[config.mk]
export PLATFORM = sky130hd
export DESIGN_NAME = daisy_irq_ctrl
export DESIGN_NICKNAME = d
export VERILOG_FILES = /design/src/rtl/daisy_irq_ctrl.sv
export SDC_FILE = /design/constraint.sdc
export NUM_CORES = 1
export LEC_CHECK = 0
export BUFFER_PORTS_ARGS = -buffer_cell sky130_fd_sc_hd__buf_4
export CAP_MARGIN = 20
export CELL_PAD_IN_SITES_DETAIL_PLACEMENT = 0
export CELL_PAD_IN_SITES_GLOBAL_PLACEMENT = 1
export CORE_MARGIN = 3
export CORE_UTILIZATION = 42
export CTS_BUF_LIST = sky130_fd_sc_hd__clkbuf_8 sky130_fd_sc_hd__clkbuf_16
export CTS_CLUSTER_DIAMETER = 40
export CTS_CLUSTER_SIZE = 8
export DETAILED_ROUTE_END_ITERATION = 10
export GPL_ROUTABILITY_DRIVEN = 0
export PLACE_DENSITY = 0.83
export SLEW_MARGIN = 20
export SYNTH_ARGS = -nofsm -noshare
export SYNTH_HDL_FRONTEND = slang
export SYNTH_SLANG_ARGS = --single-unit
[constraint.sdc]
create_clock -name clk -period 8.13 [get_ports clk]
set_clock_uncertainty 0.15 [all_clocks]
set_input_delay 0.813 -clock clk [delete_from_list [all_inputs] [get_ports clk]]
set_output_delay 0.813 -clock clk [all_outputs]
set_load 0.02 [all_outputs]
[src/rtl/daisy_irq_ctrl.sv]
module daisy_irq_ctrl #(
  parameter int NUM_DEV = 8,
  parameter int NUM_GRP = 4
) (
  input  logic                           clk,
  input  logic                           rst_n,
  input  logic [NUM_DEV-1:0]             dev_req,
  output logic [NUM_DEV-1:0]             dev_ack,
  output logic                           irq_line,
  input  logic                           cpu_ack,
  input  logic                           int_en,
  input  logic                           eos,
  output logic [$clog2(NUM_DEV+1)-1:0]   vec
);
  localparam int DPG   = NUM_DEV / NUM_GRP;
  localparam int VEC_W = $clog2(NUM_DEV + 1);
  localparam int GW    = (NUM_GRP > 1) ? $clog2(NUM_GRP) : 1;
  localparam int DW    = $clog2(NUM_GRP + 1);

  logic [GW-1:0]      stk [NUM_GRP];
  logic [DW-1:0]      lvl_cnt;
  logic [GW-1:0]      top_grp;
  logic [NUM_GRP-1:0] grp_ok;
  logic [NUM_DEV-1:0] elig;
  logic [NUM_DEV-1:0] pass;
  logic [GW-1:0]      gnt_grp;
  logic               granted;
  logic               pop;
  logic [DW-1:0]      wr_idx;

  assign irq_line = |dev_req;

  always_comb begin
    top_grp = '0;
    for (int k = 0; k < NUM_GRP; k++)
      if (DW'(k + 1) == lvl_cnt) top_grp = stk[k];
  end

  for (genvar g = 0; g < NUM_GRP; g++) begin : g_grp
    assign grp_ok[g] = (lvl_cnt == '0) || (GW'(g) < top_grp);
  end

  assign pass[0] = cpu_ack & int_en;

  for (genvar i = 0; i < NUM_DEV; i++) begin : g_chain
    assign elig[i]    = dev_req[i] & grp_ok[i / DPG];
    assign dev_ack[i] = pass[i] & elig[i];
    if (i < NUM_DEV - 1) begin : g_link
      assign pass[i+1] = pass[i] & ~elig[i];
    end
  end

  always_comb begin
    vec     = '0;
    gnt_grp = '0;
    for (int i = 0; i < NUM_DEV; i++)
      if (dev_ack[i]) begin
        vec     = VEC_W'(i + 1);
        gnt_grp = GW'(i / DPG);
      end
  end

  assign granted = |dev_ack;
  assign pop     = eos && (lvl_cnt != '0);
  assign wr_idx  = pop ? lvl_cnt - 1'b1 : lvl_cnt;

  always_ff @(posedge clk or negedge rst_n) begin
    if (!rst_n) begin
      lvl_cnt <= '0;
      for (int k = 0; k < NUM_GRP; k++) stk[k] <= '0;
    end else begin
      lvl_cnt <= lvl_cnt + DW'(granted) - DW'(pop);
      for (int k = 0; k < NUM_GRP; k++)
        if (granted && DW'(k) == wr_idx) stk[k] <= gnt_grp;
    end
  end
endmodule

-- Yosys cells after proc, flatten, opt, wreduce, memory -nomap -nowiden
Cells that the tools add are included.
- output and inout bits: 13
- input port bits: 13
- logic and storage cells: 83
- bits in registers: 11
- mux-type cells: 19
- add/sub/neg operators: 3
- bitwise gates (word level): 31
- reduce and logical (&&, ||, !) cells: 14
- $lt $le $gt $ge: 4
- equal/unequal tests: 7
- operators by type and width (cell ; number):
    4-bit two-way mux ; 7
    1-bit bitwise AND ; 24
    2-bit two-way mux ; 9
    8-bit OR reduction ; 2
    2-bit by 3-bit equality test with 1-bit output, first input constant ; 4
    1-bit NOT ; 7
    1-bit by 3-bit equality test with 1-bit output, first input constant ; 2
    3-bit logical NOT ; 2
    1-bit logical AND ; 5
    1-bit logical OR ; 4
    1-bit by 2-bit less-than comparator with 1-bit output, first input constant ; 2
    2-bit less-than comparator, first input constant ; 2
    3-bit by 1-bit adder with 3-bit output ; 1
    3-bit equality test, first input constant ; 1
    3-bit two-way mux ; 1
    3-bit nonzero test ; 1
    3-bit by 1-bit subtractor with 3-bit output ; 1
    3-bit by 1-bit subtractor with 3-bit output, second input constant ; 1
    1-bit two-way mux ; 2

-- Longest topological paths before layout
- word-level depth: 20
- gate-level depth with buffers: 14
- depth with buffers taken out: 13

-- Least setup slack after synthesis
OpenSTA, ideal clock, no wires.
- path type: input to output
- start point: input dev_req[0]
- end point: output vec[3]
- slack: 4473 ps
- arrival: 2694 ps
- stages: 6
- data required time: 7167 ps
- cell sequence: or2_2 > nor2_1 > a21boi_1 > o211ai_1 > nor4_1 > buf_4
- word-level cells in the longest chain between the ends: 11
- elaborated cells on any way between the ends: 21
- classes of those cells: mux (6); bitwise (15)
- RTL lines (what ; line ; source):
    start, declared ; 7 ; input logic [NUM_DEV-1:0] dev_req,
    1-bit bitwise AND ; 46 ; assign elig[i] = dev_req[i] & grp_ok[i / DPG];
    1-bit NOT ; 49 ; assign pass[i+1] = pass[i] & ~elig[i];
    1-bit bitwise AND (7 in a row) ; 49 ;
    1-bit bitwise AND ; 47 ; assign dev_ack[i] = pass[i] & elig[i];
    via dev_ack[7] ; 8 ; output logic [NUM_DEV-1:0] dev_ack,
    4-bit two-way mux ; 57 ; if (dev_ack[i]) begin
    end, declared ; 13 ; output logic [$clog2(NUM_DEV+1)-1:0] vec
The timed path passes the listed nets, and every way through them passes these cells.

-- Final worst setup path
- start point: register lvl_cnt[1]
- end point: output vec[0]
- word-level cells in the longest chain between the ends: 18
- elaborated cells on any way between the ends: 55
- classes of those cells: order compare (4); eq/ne (4); mux (12); bitwise (30); reduce/logical (5)
- RTL lines (what ; line ; source):
    start, declared ; 21 ; logic [DW-1:0] lvl_cnt;
    start signal, assigned ; 72 ; lvl_cnt <= lvl_cnt + DW'(granted) - DW'(pop);
    1-bit by 3-bit equality test with 1-bit output ; 36 ; if (DW'(k + 1) == lvl_cnt) top_grp = stk[k];
    2-bit two-way mux (4 in a row) ; 36 ;
    1-bit by 2-bit less-than comparator with 1-bit output ; 40 ; assign grp_ok[g] = (lvl_cnt == '0) || (GW'(g) < top_grp);
    1-bit logical OR ; 40 ;
    1-bit bitwise AND ; 46 ;
    1-bit NOT ; 49 ;
    1-bit bitwise AND ; 49 ;
    1-bit bitwise AND, on equally long branches ; 47, 49 ;
    4-bit two-way mux, or another cell as far along (5 in a row) ; 57 ;
    4-bit two-way mux / 1-bit bitwise AND (equally long branches) ; 57, 47 ;
    4-bit two-way mux * ; 57 ;
Mark *: on every way between the ends. The rest lies on a longest branch, timed or not.

==> impl_results.md <==
* LEAKAGE at 0.6077 nW
* Int Pwr at 0.2213 mW
* PostCTS Resize Cnt at 0
* Netlist cell types at 46
* H-Tree Depth at 1
* Yosys warning count at 0
* Top Ports at 26
* Final ANT Viol Nets at 0
* Synthesized netlist net count at 152
* Area Overhead vs Synth at 21.64%
* Critical path data required time at 7170 ps
* Sw Share at 49.11%
* Most frequent cells in the layout: buf_4 (25), inv_1 (13), dfrtp_1 (11)
* Mapped Cells at 131
* DR pass1 iterations at 4
* Drt drc at 0
* Final Critical Period at 3918 ps
* Data arrival time of the critical path at 2960 ps
* Post-DP HPWL at 2315 microns
* Share of layout cells above drive strength 1 at 23.72%
* Max_cap viols at 0
* CTS tree: done
* Crit Path Class: flop to output pin
* Worst hold path class: input pin to async pin
* Worst slew pin tran at 642.3 ps
* Clock power share at 12.4%
* Critical Path End: vec[0]
* Overall power at 0.4349 mW
* Top cells by area, synth: dfrtp_1 (24%), ha_1 (7.8%), inv_1 (4.3%), nor2_1 (3.3%), nor2b_1 (3.3%)
* Clk root buf: clkbuf_8
* Post-Syn Area at 1127 sq um
* Synth Register Bits at 11
* Largest net degree at the start of global routing at 15
* DR iter-0 viols at 47
* Capturing point of the worst reg2reg path: lvl_cnt[2]
* Gr usage total at 18.95%
* Slew margin rel. at 56.80%
* Core ar. at 2522 sq um
* Worst Setup End Kind: output pin
* Combinational power share at 63.7%
* # rows at 18
* IO Port Bufs at 25
* F_max at 0.2552 GHz
* Total gr overflow at 0
* Starting density of the core at 44.69%
* CTS buffer count at 3
* Clock tree buffer depth at 2
* Initial antenna violation count at 0
* Die area at 3342 sq um
* Commonest non-fill, non-tap cell in the layout: buf_4
* CTS Hold Buffers Added at 0
* CP startpoint: lvl_cnt[1]
* Vias in the first global route at 1,120
* Fin crit share at 48.19%
* Cell taking the most area after synthesis: dfrtp_1
* Final hold vios at 0
* CTS Sinks at 11
* Fin nets at 178
* # diodes at 0
* Critical R2R Launch: lvl_cnt[1]
* Final Max Tran Viols at 0
* Cell Pwr Density at 317.1 nW/um^2
* Chip width at 57.81 microns
* Sequential share of the synthesized area at 24.42%
* WL/cell at 15.37 microns
* Via density at 5.952
* Setup TNS at 0 ps
* Yosys top cell area share at 24.42%
* R2R Setup Slk at 4440 ps
* Clk slew on worst S/H paths at 50 ps
* Post-CTS Setup Repair Bufs at 0
* Die Y-Extent at 57.81 microns
* Number of setup violations in the final report at 0
* Unrepaired setup endpoints after global routing: false
* Syn avg cell area at 8.606 sq um
* Switching power summed over all nets at 0.2136 mW
* Clk_lat worst skew at 240 ps
* DRT Wirelength at 2858 microns
* Worst reg2reg path depth at 13
* Vias at 1,107
* Flop pwr share at 23.8%
* Status: complete, no violations
* CP Launch Type: flop
* First-pass GRT wire length at 4954 microns
* Worst-path maximum fanout at 14
* Maximum vdd ir drop at 0.2333 mV
==> cell usage after synthesis, drive strengths merged <==
| library cell | count |
|---|---|
| a2111oi | 4 |
| a211o | 4 |
| a211oi | 6 |
| a21boi | 3 |
| a21o | 4 |
| a21oi | 3 |
| a221o | 1 |
| a22oi | 4 |
| a32oi | 1 |
| a41oi | 1 |
| and2 | 2 |
| and3 | 3 |
| and4b | 1 |
| buf | 3 |
| clkbuf | 1 |
| dfrtp | 11 |
| fa | 1 |
| ha | 7 |
| inv | 13 |
| nand2 | 6 |
| nand3 | 1 |
| nand3b | 3 |
| nand4 | 3 |
| nor2 | 10 |
| nor2b | 6 |
| nor3 | 3 |
| nor3b | 1 |
| nor4 | 1 |
| o2111ai | 1 |
| o211ai | 4 |
| o21ai | 4 |
| o22ai | 4 |
| o2bb2ai | 4 |
| or2 | 3 |
| or2b | 1 |
| or3 | 1 |
| xnor2 | 2 |
==> metrics by stage <==
stage | utilization (%) | hold slack [ps] | cells | cell area (sq um) | setup slack [ps]
floorplan | - | 306.2 | 131 | 1127 | 4473
global placement | 52.53 | 355.6 | 182 | 1325 | 4526
detailed placement | 52.53 | 351.8 | 182 | 1325 | 4430
CTS | 54.37 | 246.0 | 186 | 1371 | 4214
global route | 54.37 | 246.5 | 186 | 1371 | 4003
finish | 54.37 | 244.4 | 186 | 1371 | 4212
==> sequential cells by signal (all words and copies together) (netlist names) <==
name     count
lvl_cnt      3
stk          8
==> cell type report <==
| class | count | area, sq um |
|---|---|---|
| Multi-Input combinational cell | 103 | 775.7 |
| Sequential cell | 11 | 275.3 |
| Fill cell | 244 | 1151 |
| Clock inverter | 1 | 5.005 |
| Clock buffer | 3 | 41.29 |
| Timing Repair Buffer | 25 | 187.7 |
| Inverter | 13 | 48.80 |
| Tap cell | 30 | 37.54 |
==> critical path, cell delays in order (launching register included) <==
cell and delay [ps]:
dfrtp_1 470, inv_1 170, ha_1 360, a21boi_1 160, a211oi_4 490, a21boi_1 280, or2_1 300, a221o_1 320
buf_4 160
==> metal layers <==
layer | track usage, % | vias up | part of all wire (%)
met5 | 0 | - | 0
met4 | 5.298 | 0 | 2.0
met3 | 3.563 | 7 | 5.8
met2 | 33.55 | 37 | 48
met1 | 23.37 | 515 | 44
li1 | - | 548 | -
==> power groups by stage <==
stage | Clock, mW | Sequential (mW) | Combinational, mW
after floorplan | 0 | 0.0908 | 0.229
after detailed placement | 0 | 0.104 | 0.275
after CTS | 0.0562 | 0.104 | 0.277
after global routing | 0.0592 | 0.108 | 0.313
final | 0.0541 | 0.104 | 0.277
after global placement | 0 | 0.104 | 0.268
==> logic make-up (layout without fill, tap and decap cells) <==
| family | after synthesis | in the layout | synth area share [%] |
|---|---|---|---|
| compound gates | 48 | 48 | 35.40 |
| simple gates | 45 | 45 | 22.31 |
| xor+xnor | 2 | 2 | 1.554 |
| buf+inv | 17 | 42 | 6.770 |
| flops | 11 | 11 | 24.42 |
| fa+ha+maj | 8 | 8 | 9.545 |
==> how the worst min path moves through the flow <==
stage | end | depth (start not counted) | start
6_report | stk[3] | 1 | rst_n
3_5_place_dp | stk[7] | 1 | stk[7]
4_1_cts | stk[2] | 1 | rst_n
2_1_floorplan | stk[1] | 1 | stk[1]
5_1_grt | stk[6] | 1 | rst_n
3_3_place_gp | stk[1] | 1 | stk[1]
Note: power is estimated with default switching activity, not from simulation.
